==> config.mk <==
export PLATFORM = sky130hd
export DESIGN_NAME = bus_handover_arb
export DESIGN_NICKNAME = d
export VERILOG_FILES = /design/src/rtl/bus_handover_arb.sv
export SDC_FILE = /design/constraint.sdc
export NUM_CORES = 1
export LEC_CHECK = 0
export ABC_CLOCK_PERIOD_IN_PS = 1800
export BUFFER_PORTS_ARGS = -buffer_cell sky130_fd_sc_hd__buf_4
export CAP_MARGIN = 40
export CORE_UTILIZATION = 48
export DETAILED_ROUTE_END_ITERATION = 6
export GPL_TIMING_DRIVEN = 0
export PLACE_DENSITY = 0.71
export SYNTH_ARGS = -nofsm -noshare
export SYNTH_HDL_FRONTEND = slang
export SYNTH_SLANG_ARGS = --single-unit
==> constraint.sdc <==
create_clock -name clk -period 1.8 [get_ports clk]
set_clock_uncertainty 0.1 [all_clocks]
set_input_delay 0.18 -clock clk [delete_from_list [all_inputs] [get_ports clk]]
set_output_delay 0.18 -clock clk [all_outputs]
set_load 0.02 [all_outputs]
==> src/rtl/bus_handover_arb.sv <==
module bus_handover_arb #(
  parameter int NEG_DLY   = 1,
  parameter int REARM_DLY = 2
) (
  input  logic clk,
  input  logic rst_n,
  input  logic two_wire,
  input  logic req_n,
  input  logic ack_n,
  input  logic cyc_bound,
  input  logic rmw_lock,
  output logic grant_n,
  output logic cpu_owns
);
  localparam int MAXD  = (NEG_DLY > REARM_DLY) ? NEG_DLY : REARM_DLY;
  localparam int CNT_W = $clog2(MAXD + 1);

  typedef enum logic [2:0] {
    S_IDLE, S_GRANT, S_OFF, S_ACKD, S_HELD, S_PEND
  } st_t;

  logic [1:0] req_sync, ack_sync;
  logic req_s, ack_s;
  st_t st, st_nx;
  logic [CNT_W-1:0] cnt, cnt_nx;

  always_ff @(posedge clk or negedge rst_n)
    if (!rst_n) begin
      req_sync <= 2'b11;
      ack_sync <= 2'b11;
    end else begin
      req_sync <= {req_sync[0], req_n};
      ack_sync <= {ack_sync[0], ack_n | two_wire};
    end

  assign req_s = ~req_sync[1];
  assign ack_s = ~ack_sync[1];

  always_comb begin
    st_nx  = st;
    cnt_nx = cnt;
    case (st)
      S_IDLE:  if (req_s) st_nx = S_GRANT;
      S_GRANT: if (!req_s) st_nx = S_IDLE;
               else if (cyc_bound && !rmw_lock) st_nx = S_OFF;
      S_OFF:   if (!two_wire && ack_s) begin
                 st_nx  = S_ACKD;
                 cnt_nx = '0;
               end else if (!req_s) st_nx = S_IDLE;
      S_ACKD:  if (cnt == CNT_W'(NEG_DLY - 1)) begin
                 st_nx  = S_HELD;
                 cnt_nx = '0;
               end else cnt_nx = cnt + 1'b1;
      S_HELD:  if (!ack_s) st_nx = req_s ? S_GRANT : S_IDLE;
               else if (req_s) begin
                 if (cnt == CNT_W'(REARM_DLY - 1)) st_nx = S_PEND;
                 else cnt_nx = cnt + 1'b1;
               end
      S_PEND:  if (!ack_s) st_nx = S_GRANT;
               else if (!req_s) begin
                 st_nx  = S_HELD;
                 cnt_nx = '0;
               end
      default: st_nx = S_IDLE;
    endcase
  end

  always_ff @(posedge clk or negedge rst_n)
    if (!rst_n) begin
      st  <= S_IDLE;
      cnt <= '0;
    end else begin
      st  <= st_nx;
      cnt <= cnt_nx;
    end

  assign grant_n  = !(st == S_GRANT || st == S_OFF || st == S_ACKD || st == S_PEND);
  assign cpu_owns = (st == S_IDLE || st == S_GRANT);

  assert_grant_follows_req_R2: assert property (@(posedge clk) disable iff (!rst_n)
    $fell(grant_n) |-> $past(req_s));
  assert_handoff_boundary_R3: assert property (@(posedge clk) disable iff (!rst_n)
    $fell(cpu_owns) |-> $past(!grant_n && cyc_bound && !rmw_lock));
  assert_neg_after_ack_R5: assert property (@(posedge clk) disable iff (!rst_n)
    (!two_wire && !cpu_owns && $rose(grant_n)) |-> $past(ack_s));
  assert_release_source_R6: assert property (@(posedge clk) disable iff (!rst_n)
    $rose(cpu_owns) |-> $past(two_wire ? !req_s : !ack_s || !req_s));
  assert_lock_holds_bus_R4: assert property (@(posedge clk) disable iff (!rst_n)
    (rmw_lock && cpu_owns) |=> cpu_owns);
endmodule

# Word-level counts from Yosys, hierarchy flattened
# Index checks and enable logic that the tools add are counted.
[classes]
n_addsub = 1
eq_ne = 19
mux = 21
bitwise_logic = 2
n_reduce_logical = 14
[ops]
columns = ["cell", "n"]
rows = [
  ["$mux W3", 11],
  ["$pmux W3 S6", 1],
  ["$ne A2 B2 Y1 const B", 8],
  ["$ne A3 B3 Y1 const B", 5],
  ["$mux W2", 7],
  ["$reduce_and A7 Y1", 2],
  ["$pmux W2 S4", 1],
  ["$eq A3 B2 Y1 const B", 2],
  ["$eq A3 B3 Y1 const B", 2],
  ["$logic_or A1 B1 Y1", 4],
  ["$reduce_bool A4 Y1", 1],
  ["$eq A3 B1 Y1 const B", 1],
  ["$logic_not A1 Y1", 3],
  ["$logic_not A3 Y1", 1],
  ["$add A2 B1 Y2 const B", 1],
  ["$eq A2 B1 Y1 const B", 1],
  ["$logic_and A1 B1 Y1", 2],
  ["$logic_not A2 Y1", 1],
  ["$mux W1", 1],
  ["$not A1 Y1", 1],
  ["$or A1 B1 Y1", 1],
]
[totals]
register_bits = 9
input_bits = 7
wordCells = 61

# Depth between registers and ports, before layout
# Gate-level depths: netlist of run 1.
[depth]
word_depth = 5
ltp_mapped = 6
mapped_depth_nobuf = 6

# Worst setup path before layout of run 1
# Ideal clock, no wire load.
[synth_timing]
path_type = "reg2reg"
start = "register cnt[0]"
end = "register cnt[0]"
arrival_ns = 1.568
slack_ns = 0.007
path_stages_with_launch = 5
path_buffers = 0
period_less_slack_ns = 1.793
cell_sequence = "dfrtp_1 > ha_1 > or4_4 > a31oi_4 > mux2_4"
[synth_via]
elab_chain_cells = 5
elab_cells_between_ends = 10
classes_between = "add/sub (1); eq/ne (2); mux (5); reduce/logical (2)"
[synth_rtl]
columns = ["element", "line_no", "rtl"]
rows = [
  ["start, declared", "25", "logic [CNT_W-1:0] cnt, cnt_nx;"],
  ["start signal, assigned", "74", "cnt <= cnt_nx;"],
  ["$add A2 B1 Y2", "53, 57", ""],
  ["$mux W2", "56", "if (cnt == CNT_W'(REARM_DLY - 1)) st_nx = S_PEND;"],
  ["$mux W2", "55", "else if (req_s) begin"],
  ["$mux W2", "54", "S_HELD: if (!ack_s) st_nx = req_s ? S_GRANT : S_IDLE;"],
  ["$pmux W2 S4", "42", "case (st)"],
]
# Parallel ways exist; a longest one is shown, timed or not. The select of a mux whose other input is x is not followed.
# A chain may end at the register's enable or synchronous reset.

# Worst setup path in the final report of run 1
[layout_timing]
start = "register cnt[1]"
end = "register cnt[0]"
[layout_via]
elab_chain_cells = 3
elab_cells_between_ends = 6
classes_between = "eq/ne (2); mux (2); reduce/logical (2)"
[layout_rtl]
columns = ["element", "line_no"]
rows = [
  ["$eq A2 B1 Y1 or $logic_not A2 Y1 (tied branches)", "56, 50"],
  ["$ne A2 B2 Y1 (no line) or $mux W2 (tied branches)", "--"],
  ["$reduce_and A7 Y1 (no line) or $pmux W2 S4 (tied branches)", "--"],
]
# Parallel ways exist; a longest one is shown, timed or not.

==> summary by stage, run 1 <==
Route
The mean routed wirelength per cell is 13.2 um. For this run, design rule violations remaining after detail routing come to 0. The total detailed-routing wirelength is between 1000 and 1500 um. The DRC marker count from the first detailed-route iteration is 18. For this run, the detailed router's first-pass iteration total came to 4.

The number of vias per cell is approximately 5.5. The detail route stage leaves a number of antenna-violating nets equal to 0. The number of vias after detailed routing is 542.

STA
Across all setup checks in the final design, the least slack found is -6.24 ps. The upper clock frequency limit is around 0.55 GHz. The max-slew violation count was 0. The worst path in the final design needs a cycle of 1810 ps, including I/O delays and setup. At the pin with the least slew margin, the transition time is about 270 ps. Dividing the final minimum period by the clock period gives 100%.

Setup repair after global routing could not meet its margin everywhere. Headroom to the max-slew limit came out at 81.9%. The number of hold-slack violations in the final timing report came to 0.

The final setup violation count is 1.

Run status
The flow ran to the end, but the final reports show violations. The final reports fail on negative setup slack.

GRT
The via count of the first global-routing pass is 412. Summed over all layers, the global routing overflow is 0. The number of antenna violations at the first check in global routing was 0. The first-pass GRT wire length is 1880 um. The maximum number of pins on one net before global-route repair is 11. In the global route stage, overall resource usage came out at a little under a fifth.

Placed design
The routability-driven placement congestion ratio is ~0.8. The half-perimeter wire length after detailed placement is 889 um. The post-placement cell count is 87. Input and output buffers added on the ports amount to 8.

Worst hold path
The worst hold-check path type is in -> reg.

Die
The die area is roughly 1500 um2. The effective utilization at floorplan is about half. The floorplan step defined a core boundary enclosing between 1000 and 1500 um2. During I/O placement, the number of pins put on the boundary was 9. The number of placement rows is 13. The width of the die is 39.2 um. Measured along the y axis, the die boundary spans 39.2 um.

Pwr
IR analysis of the VDD net gives a maximum drop of 0.652 mV. The areal power density over the cells is about 1200 nW/um2. Overall power consumption after layout is estimated at 0.981 mW. The static power due to leakage is between 0.3 and 0.4 nW.

Logic synthesis
By instance count, the leading cell after synthesis is sky130_fd_sc_hd__dfrtp_1. In this run the cell area of the synthesized design comes to 663 um2. The number of synthesized flops with an enable pin is 0. The area share of the leading cell type in the synthesized netlist is 18.9%. The number of nets in the synthesized netlist is 74. In the synthesized netlist the dominant register cell turns out to be sky130_fd_sc_hd__dfrtp_1. The average instance in the mapped netlist occupies 10.4 um2. Counting flops with an async set or reset pin after synthesis yields a share of between 90% and 100%.

In this run, synthesis produced a sequential element count of 9. Synthesis handed over a netlist of 64 instances. The number of distinct library cells after synthesis is 33. The leading area contributor after synthesis is sky130_fd_sc_hd__dfrtp_1.

During synthesis, Yosys emitted a total of 0 warnings. After synthesis, the most frequently instantiated cells are sky130_fd_sc_hd__dfrtp_1 (5), sky130_fd_sc_hd__dfstp_2 (4), sky130_fd_sc_hd__inv_1 (4). After synthesis, the cell types taking the most area are sky130_fd_sc_hd__dfrtp_1 (19%), sky130_fd_sc_hd__dfstp_2 (16%), sky130_fd_sc_hd__ha_1 (5.7%). For this run, the register share of the synthesized area comes to a little over a third.

Setup path
Walking the worst path, the cells encountered are inv_2, ha_4, or4_4, a31oi_4, mux2_4. The critical path data arrival time is approximately 1800 ps. The endpoint type of the worst setup path is a flop. In this run the worst path has a maximum fanout of 3. The worst setup path is launched from a flop.

The cell type of the slowest stage on the worst timing path is sky130_fd_sc_hd__or4_4. The worst stage delay on the critical path is 490 ps. The critical path in this run is classified as reg -> reg. For the worst setup path, the data required time is about 1800 ps. In this design, the largest share of critical-path delay is due to simple AND/OR/NAND/NOR gates.

Counting both buffers and inverters, the worst setup path holds a total of 1.

Clock network
TritonCTS created 3 clock buffers. Clock-pin slew was measured on the worst setup and hold paths at 50 ps. The longest clock path from root to sink contains 2 buffers. The clock sink count is 9.

The later pin in the worst-skew pair is clocked with a latency of 250 ps. The clock tree from TritonCTS is yes. Clock tree synthesis selected as its root buffer the cell sky130_fd_sc_hd__clkbuf_4.

The H-tree depth reported by CTS is 1.

Cells and area
Cells with a size suffix above 1 make up 47.0% of the layout. The final net count is 94. The area growth from synthesis to layout is 27.5%.

The final standard cell count with taps included and fillers excluded is 98. The repair_antennas step left the layout with diodes totalling 0. The filler cells instantiated in the layout total 107. In the final layout, the multi-input gates occupy roughly 420 um2. The storage element area is approximately 230 um2.

Job
The number of violations of the max-capacitance limit is 0.
-- repair_timing --
item	CTS	global route
pin swaps	2	4
hold buffers	2	0
gates resized for setup	5	1
endpoints found under the hold margin	10	0
buffers inserted	2	3
endpoints found under the setup margin	2	2
-- worst paths after layout --
path                       cells past startpoint  slack [ps]                    end                  start
max                                            5          -6     cnt[0]$_DFFE_PN0P_     cnt[1]$_DFFE_PN0P_
min                                            2          20  ack_sync[0]$_DFF_PN1_                  ack_n
max reg2reg                                    5          -6     cnt[0]$_DFFE_PN0P_     cnt[1]$_DFFE_PN0P_
min reg2reg                                    0         260  req_sync[1]$_DFF_PN1_  req_sync[0]$_DFF_PN1_
max in group asynchronous                      2        1190  req_sync[1]$_DFF_PN1_                  rst_n
min in group asynchronous                      2         200      st[1]$_DFFE_PN0P_                  rst_n
-- worst register-to-register path, cell delays in order, from the launching register on --
cell	delay, ps
sky130_fd_sc_hd__dfrtp_1	370
sky130_fd_sc_hd__inv_2	70
sky130_fd_sc_hd__ha_4	150
sky130_fd_sc_hd__or4_4	490
sky130_fd_sc_hd__a31oi_4	190
sky130_fd_sc_hd__mux2_4	320
-- metrics by stage --
stage	setup TNS, ps	worst slack, ps	hold slack, ps	instance area (um2)	utilization, %
floorplan	0	7.02	-216	663	-
global placement	-73.3	-70.5	-97.9	742	57.7
detailed placement	-68.4	-68.4	-100	742	57.7
CTS	0	6.75	17.6	813	63.3
global route	-90.8	-56.2	13.3	846	65.8
finish	-6.24	-6.24	20.9	846	65.8
-- area by class of cell --
type | instances | share of cell area [%]
Tap cell | 15 | 2.22
Buffer | 3 | 1.78
Multi-Input combinational cell | 48 | 49.7
Timing Repair Buffer | 15 | 13.9
Inverter | 4 | 1.78
Sequential cell | 9 | 27.5
Clock buffer | 4 | 3.11
-- metal layers --
| metal | track usage, % | up-vias | part of all wire, % |
|---|---|---|---|
| met1 | 25.4 | 256 | 48 |
| met3 | 1.73 | 2 | 1.9 |
| met2 | 27.9 | 15 | 49 |
| li1 | - | 269 | - |
| met5 | 0 | - | 0 |
| met4 | 7.76 | 0 | 1.3 |
-- layout by cell type (no fill, tap or decap), types with 2 or more instances in the layout --
master,instances
sky130_fd_sc_hd__buf_4,13
sky130_fd_sc_hd__dfstp_2,4
sky130_fd_sc_hd__buf_2,3
sky130_fd_sc_hd__nor2_1,3
sky130_fd_sc_hd__inv_1,3
sky130_fd_sc_hd__nand2_1,3
sky130_fd_sc_hd__nand2b_1,3
sky130_fd_sc_hd__o21ai_1,3
sky130_fd_sc_hd__or3b_1,3
sky130_fd_sc_hd__o31ai_1,3
sky130_fd_sc_hd__clkbuf_4,3
sky130_fd_sc_hd__dfrtp_1,3
sky130_fd_sc_hd__o21ai_0,2
sky130_fd_sc_hd__or2_2,2
sky130_fd_sc_hd__nor2b_1,2
sky130_fd_sc_hd__mux2_4,2
sky130_fd_sc_hd__a21oi_1,2
sky130_fd_sc_hd__ha_1,2
sky130_fd_sc_hd__dlygate4sd3_1,2
sky130_fd_sc_hd__dfrtp_2,2
-- power by group --
| part | switching, mW | leakage [nW] | internal (mW) |
|---|---|---|---|
| clock | 0.0586 | 0.0150 | 0.0846 |
| combinational | 0.254 | 0.229 | 0.278 |
| sequential | 0.0541 | 0.106 | 0.253 |
| total | 0.367 | 0.350 | 0.615 |
-- logic make-up (layout without fill, tap and decap cells) --
kind of cell	after synthesis	after routing	share of synthesized area (%)
and+or+nand+nor	25	25	26.6
buffers and inverters	7	26	4.53
adders and majority gates	3	3	5.66
DFF	9	9	34.7
AOI/OAI and AO/OA	17	17	22.5
muxes	3	3	6.04
-- flip-flops by register name (all words and copies together), names as in the netlist --
name	flops
st	3
cnt	2
ack_sync	2
req_sync	2
Note: power is estimated with default switching activity, not from simulation.
==> run 2: changes to the inputs <==
--- a/config.mk
+++ b/config.mk
@@ -8,10 +8,10 @@
 export ABC_CLOCK_PERIOD_IN_PS = 1800
 export BUFFER_PORTS_ARGS = -buffer_cell sky130_fd_sc_hd__buf_4
 export CAP_MARGIN = 40
-export CORE_UTILIZATION = 48
+export CORE_UTILIZATION = 40
+export CTS_CLUSTER_SIZE = 10
 export DETAILED_ROUTE_END_ITERATION = 6
 export GPL_TIMING_DRIVEN = 0
-export PLACE_DENSITY = 0.71
 export SYNTH_ARGS = -nofsm -noshare
 export SYNTH_HDL_FRONTEND = slang
 export SYNTH_SLANG_ARGS = --single-unit
==> run 2 against run 1 <==
Against the previous run:
- the flow now finishes without violations
- combinational power decreased by 1%
- cell count up 5.1%
- non-clock buffer count grew 4
- worst hold slack improved by 57 ps
- design area up 4.3%
- critical path type unchanged
- critical endpoint unchanged
==> summary by stage, run 2 (synthesis gave the netlist of run 1 again) <==
Run status
The flow ran to the end, and the final reports show no timing, DRC or antenna violations.

Setup path
The critical path data arrival time is 1820 ps (-20 ps). The cell type of the slowest stage on the worst timing path is sky130_fd_sc_hd__or4_4. The worst stage delay on the critical path is 490 ps (about the same). The maximum fanout along the worst path is 6 (+3).

STA classifies the critical path endpoint as a flop. The classification of the worst setup path is reg -> reg. The startpoint kind of the worst setup timing path is a flop. The worst endpoint required time came to 1830 ps (about the same). The signal on the critical path passes through buf_6, nand2b_4, or4_4, a31oi_4, mux2_4.

Die
The I/O pin count is 9 (unchanged). The die height is 42.7 um (+9.1%). The effective utilization at floorplan is 43.5% (-8.1 points). The placeable core region is 1520 um2 (+19%). The width of the die is 42.7 um (+9.1%).

The number of placement rows is 14 (+1). The die area came to 1820 um2 (+19%).

Pwr
The areal power density over the cells came to 1100 nW/um2 (-5.4%). The static power due to leakage was 0.370 nW (+5.5%). The worst ir drop on vdd was 0.665 mV (+2.0%). The sum of internal, switching and leakage power is 0.968 mW (-1.4%).

GRT
The total global routing overflow was 0 (unchanged). The via count of the first global-routing pass is 509 (+24%). The first-pass GRT wire length is 2060 um (+10%). The number of antenna violations at the first check in global routing was 0 (unchanged). The maximum number of pins on one net before global-route repair is 11 (unchanged).

The global routing usage summed across all routing layers is 14.9% (-3.3 points).

Route
The number of vias after detailed routing is 552 (+1.8%). The residual antenna-violating net count after detailed routing is 0 (unchanged). The total detailed-routing wirelength was 1250 um (-3.9%). The number of detailed-route iterations in the first pass is 4 (unchanged). The number of vias per cell came to 5.36 (-3.1%). The DRC marker count from the first detailed-route iteration is 2 (-16). The mean routed wirelength per cell is 12.1 um (-8.5%). The total DRC errors in the routed layout came to 0 (unchanged).

Cells and area
The number of diodes is 0 (unchanged). Compared with the post-synthesis result, the final layout area differs by 33.0%. The final standard cell count with taps included and fillers excluded was 103 (+5.1%). The fraction of layout cells with a size suffix above 1 is 47.1% (+0.14 points). The summed area of non-filler cells in the final layout is 882 um2 (+4.3%). The register bank with the most flops is st. The final net count is 98 (+4.3%). The commonest non-fill, non-tap cell in the layout is sky130_fd_sc_hd__buf_4. The flip-flop count of the largest register, all copies and words added is 3 (unchanged). The core utilization of the finished layout is 57.9% (-7.9 points).

The top cell types in the final layout, fill and taps aside, are sky130_fd_sc_hd__buf_4 (17), sky130_fd_sc_hd__inv_1 (4), sky130_fd_sc_hd__dfstp_2 (4).

Clock network
The maximum buffer depth of the clock tree came to 2 (unchanged). In this run the clock root is driven by a sky130_fd_sc_hd__clkbuf_4. The clock transition at the registers of the reported paths is 50 ps (about the same). The H-tree depth reported by CTS was 1 (unchanged). The CTS buffer count is 3 (unchanged).

The clock tree from TritonCTS is yes. The clock sink count is 9 (unchanged). The clock network latency to the later pin of the worst-skew pair is 250 ps (about the same).

STA
The final setup violation count is 0 (-1). Setup repair after global routing could not meet its margin everywhere. The transition time of the tightest slew-check pin is 292 ps (+20.7 ps).

The share of the cycle needed by the critical path after routing is 99.7% (-0.66 points). The worst-case setup margin in the final layout is 5.70 ps (+11.9 ps). The tightest hold margin is 78.4 ps (+57.5 ps). The sum of negative setup slack is 0 ps (+6.24 ps).

The time the worst path needs with I/O delays and setup is 1790 ps (-11.9 ps). The upper clock frequency limit is 0.557 GHz (+0.67%). The number of hold-slack violations in the final timing report is 0 (unchanged). The max-slew violation count is 0 (unchanged). The worst-case headroom to the max-slew limit is 80.5% (-1.4 points).

Placed design
The worst setup timing slack at the placement stage is -79.1 ps (-10.7 ps). The quantity of I/O buffers inserted on ports came to 8 (unchanged). The placement-stage cell area is 743 um2 (+0.17%). The routability-driven placement congestion ratio was 0.707 (-9.9%). The post-placement cell count is 88 (+1.1%). The half-perimeter wire length after detailed placement is 866 um (-2.6%).

Worst hold path
The worst hold-check path type is in -> reg.

Job
The number of violations of the max-capacitance limit is 0 (unchanged).
-- run 2: cell count changes in the layout (fill, tap and decap cells not counted), sizes merged --
cell / change
dlygate4sd3: +1
buf: +3
-- run 2: metal layers --
layer	GRT usage, %	vias up	share of wire [%]
li1	-	280	-
met1	17.9	261	48
met2	26.1	11	50
met3	0.426	0	2.0
met4	8.75	0	0
met5	0	-	0
-- run 2: final cells by class --
cell class                      count  area (um2)
Fill cell                         146         642
Multi-Input combinational cell     48         414
Sequential cell                     9         233
Timing Repair Buffer               19         154
Clock buffer                        4        26.3
Buffer                              3        20.0
Tap cell                           16        20.0
Inverter                            4        15.0
-- run 2: worst paths after layout --
check                                      startpoint                     to  slack [ps]  cells after the start
worst max-delay path                st[2]$_DFFE_PN0P_     cnt[0]$_DFFE_PN0P_           6                      5
worst min register to register  req_sync[0]$_DFF_PN1_  req_sync[1]$_DFF_PN1_         250                      0
worst min-delay path                         two_wire  ack_sync[0]$_DFF_PN1_          80                      2
worst max register to register      st[2]$_DFFE_PN0P_     cnt[0]$_DFFE_PN0P_           6                      5
max in group asynchronous                       rst_n  req_sync[1]$_DFF_PN1_        1210                      2
min in group asynchronous                       rst_n      st[2]$_DFFE_PN0P_         180                      2
-- run 2: critical path, delay by kind of cell, from the launching register on --
| family | cells | cell delay, ps |
|---|---|---|
| buf+inv | 1 | 120 |
| flops | 1 | 420 |
| mux | 1 | 320 |
| compound gates | 1 | 170 |
| simple gates | 2 | 540 |
-- run 2: repair_timing --
item / in CTS / in global routing
hold endpoints to repair: 10 / 1
endpoints found under the setup margin: 2 / 3
buffers inserted: 6 / 2
hold buffers: 2 / 1
gates resized for setup: 6 / 2
pin swaps: 2 / 2
-- run 2: power breakdown --
part | internal (mW) | total, mW | switching [mW]
Combinational | 0.278 | 0.525 | 0.246
Clock | 0.0846 | 0.142 | 0.0578
Sequential | 0.252 | 0.301 | 0.0485
Total | 0.615 | 0.968 | 0.352
==> run 3: changes to the inputs <==
--- a/config.mk
+++ b/config.mk
@@ -5,13 +5,14 @@
 export SDC_FILE = /design/constraint.sdc
 export NUM_CORES = 1
 export LEC_CHECK = 0
-export ABC_CLOCK_PERIOD_IN_PS = 1800
+export ABC_CLOCK_PERIOD_IN_PS = 1900
 export BUFFER_PORTS_ARGS = -buffer_cell sky130_fd_sc_hd__buf_4
 export CAP_MARGIN = 40
 export CORE_UTILIZATION = 40
 export CTS_CLUSTER_SIZE = 10
 export DETAILED_ROUTE_END_ITERATION = 6
 export GPL_TIMING_DRIVEN = 0
+export REMOVE_ABC_BUFFERS = 1
 export SYNTH_ARGS = -nofsm -noshare
 export SYNTH_HDL_FRONTEND = slang
 export SYNTH_SLANG_ARGS = --single-unit
==> constraint.sdc (replaced) <==
create_clock -name clk -period 1.9 [get_ports clk]
set_clock_uncertainty 0.1 [all_clocks]
set_input_delay 0.19 -clock clk [delete_from_list [all_inputs] [get_ports clk]]
set_output_delay 0.19 -clock clk [all_outputs]
set_load 0.02 [all_outputs]
==> run 3 against run 2 <==
Against the previous run:
- register-to-register slack improved by 50 ps
- design area decreased by 8.2%
- first-iteration DRC count rose to 4.0 times the previous value
- sequential power up 5%
- sequential share of layout area grew 2.5 points
- count of clock-buffer cells in the layout fell by 1
- non-clock buffer count fell by 9
- critical path type unchanged
- critical endpoint unchanged
- largest power group unchanged
==> summary by stage, run 3 (synthesis gave the netlist of run 1 again) <==
Cells and area
The final standard cell count with taps included and fillers excluded was 94 (-8.7%). The final net count is 89 (-9.2%). Counting flops per register, the top entry is st. In the layout the commonest cells are sky130_fd_sc_hd__buf_4 (10), sky130_fd_sc_hd__inv_1 (4), sky130_fd_sc_hd__dfstp_2 (4).

The number of diodes came to 0 (unchanged). The number of fill cells in the layout is 141 (-3.4%). The flip-flop count of the largest register, all copies and words added is 3 (unchanged). The footprint of the multi-input gates is 408 um2 (-1.5%). The growth of design area from synthesis to finish is 22.1%.

The fraction of layout cells with a size suffix above 1 came to 42.3% (-4.8 points). The commonest non-fill, non-tap cell in the layout is sky130_fd_sc_hd__buf_4. The storage element area is 234 um2 (+0.54%).

Placed design
The routability-driven placement congestion ratio is 0.732 (+3.6%). The post-placement cell count is 85 (-3.4%). The quantity of I/O buffers inserted on ports was 8 (unchanged). The half-perimeter wire length after detailed placement was 793 um (-8.5%).

Route
The mean routed wirelength per cell is 12.3 um (+1.8%). The residual antenna-violating net count after detailed routing is 0 (unchanged). The total detailed-routing wirelength was 1160 um (-7.1%). The DRC marker count from the first detailed-route iteration is 8 (+6). The number of detailed-route iterations in the first pass is 4 (unchanged). The number of vias after detailed routing is 514 (-6.9%). The number of vias per cell was 5.47 (+2.0%). The total DRC errors in the routed layout came to 0 (unchanged).

Setup path
The maximum fanout along the worst path came to 4 (-2). The endpoint type of the worst setup path is a flop. The startpoint kind of the worst setup timing path is a flop. The worst endpoint required time is 1940 ps (+110 ps).

The classification of the worst setup path is reg -> reg. The worst reg-to-reg path cell count is 4 (-1). The critical path data arrival time is 1880 ps (+60 ps).

Clock network
TritonCTS built the clock tree. The H-tree depth reported by CTS was 1 (unchanged). The clock sink count is 9 (unchanged). The clock transition at the registers of the reported paths was 60 ps (about the same). The CTS buffer count is 3 (unchanged). The clock network latency to the later pin of the worst-skew pair came to 260 ps (about the same). The cell sitting at the root of the clock tree is a sky130_fd_sc_hd__clkbuf_4. The maximum buffer depth of the clock tree came to 2 (unchanged).

Pwr
The areal power density over the cells is 1040 nW/um2 (-5.1%). The sum of internal, switching and leakage power was 0.843 mW (-13%). The worst ir drop on vdd is 0.544 mV (-18%). The static power due to leakage is 0.326 nW (-12%).

Worst hold path
The number of instances on the worst hold path is 2 (unchanged). The worst hold-check path type is in -> reg.

STA
The worst-case headroom to the max-slew limit is 81.2% (+0.65 points). The tightest hold margin came to 72.5 ps (-5.85 ps). The max-slew violation count is 0 (unchanged).

Setup repair after global routing left no endpoint under its margin. The share of the cycle needed by the critical path after routing came to 97.0% (-2.7 points). The transition time of the tightest slew-check pin is 282 ps (-9.72 ps).

The time the worst path needs with I/O delays and setup is 1840 ps (+48.7 ps). The final setup violation count is 0 (unchanged). The upper clock frequency limit is 0.543 GHz (-2.6%).

The number of hold-slack violations in the final timing report is 0 (unchanged).

GRT
The number of antenna violations at the first check in global routing was 0 (unchanged). The total global routing overflow came to 0 (unchanged). The via count of the first global-routing pass is 492 (-3.3%). The global routing usage summed across all routing layers was 15.0% (+0.15 points). The first-pass GRT wire length is 1950 um (-5.4%). The maximum number of pins on one net before global-route repair is 18 (+7).

Die
The I/O pin count is 9 (unchanged). The effective utilization at floorplan is 43.5% (unchanged). The placeable core region is 1520 um2 (unchanged). The die height is 42.7 um (unchanged). The die area is 1820 um2 (unchanged).

The width of the die is 42.7 um (unchanged). The number of placement rows is 14 (unchanged).

Run status
The run finished with clean final reports.

Job
The number of violations of the max-capacitance limit is 0 (unchanged).
-- run 3: through the flow --
stage | instance area [um2] | worst slack (ps) | util, % | TNS [ps]
floorplan | 648 | 17.1 | - | 0
global placement | 728 | -128 | 47.8 | -148
detailed placement | 728 | -131 | 47.8 | -131
CTS | 787 | 34.1 | 51.6 | 0
global route | 810 | 8.64 | 53.1 | 0
finish | 810 | 57.0 | 53.1 | 0
-- run 3: worst paths after layout --
check	start	to	slack (ps)
worst max-delay path	cnt[0]$_DFFE_PN0P_	cnt[0]$_DFFE_PN0P_	60
worst min-delay path	two_wire	ack_sync[0]$_DFF_PN1_	70
worst max register to register	cnt[0]$_DFFE_PN0P_	cnt[0]$_DFFE_PN0P_	60
worst min register to register	req_sync[0]$_DFF_PN1_	req_sync[1]$_DFF_PN1_	250
max in group asynchronous	rst_n	req_sync[0]$_DFF_PN1_	1310
min in group asynchronous	rst_n	st[2]$_DFFE_PN0P_	180
-- run 3: repair_timing --
| item | in CTS | in global routing |
|---|---|---|
| hold endpoints to repair | 10 | 1 |
| endpoints found under the setup margin | 2 | 1 |
| pin swaps | 0 | 1 |
| buffers inserted | 1 | 1 |
| hold buffers | 2 | 1 |
| gates resized for setup | 3 | 1 |
-- run 3: layout make-up --
type	count	share of cell area [%]
flip-flops and latches	9	28.9
repair buffers	13	13.0
inverters	4	1.85
well taps	16	2.47
clock inverters	1	0.618
clock buffers	3	2.78
multi-input cells	48	50.4
-- run 3: power breakdown --
group	switching, mW	internal [mW]	total (mW)
Sequential	0.0758	0.239	0.315
Clock	0.0651	0.0775	0.143
Combinational	0.177	0.209	0.386
-- run 3: layer usage --
layer	global-route usage [%]	vias up	share of wire, %
met5	0	-	0
met4	13.1	0	2.4
met3	2.55	4	1.7
met2	24.2	11	49
met1	16.7	237	47
li1	-	262	-
-- run 3: critical path, cell delays in order (launching register included) --
cell	delay (ps)
sky130_fd_sc_hd__dfrtp_1	400
sky130_fd_sc_hd__ha_1	220
sky130_fd_sc_hd__or4_4	500
sky130_fd_sc_hd__a31oi_4	180
sky130_fd_sc_hd__mux2_4	320
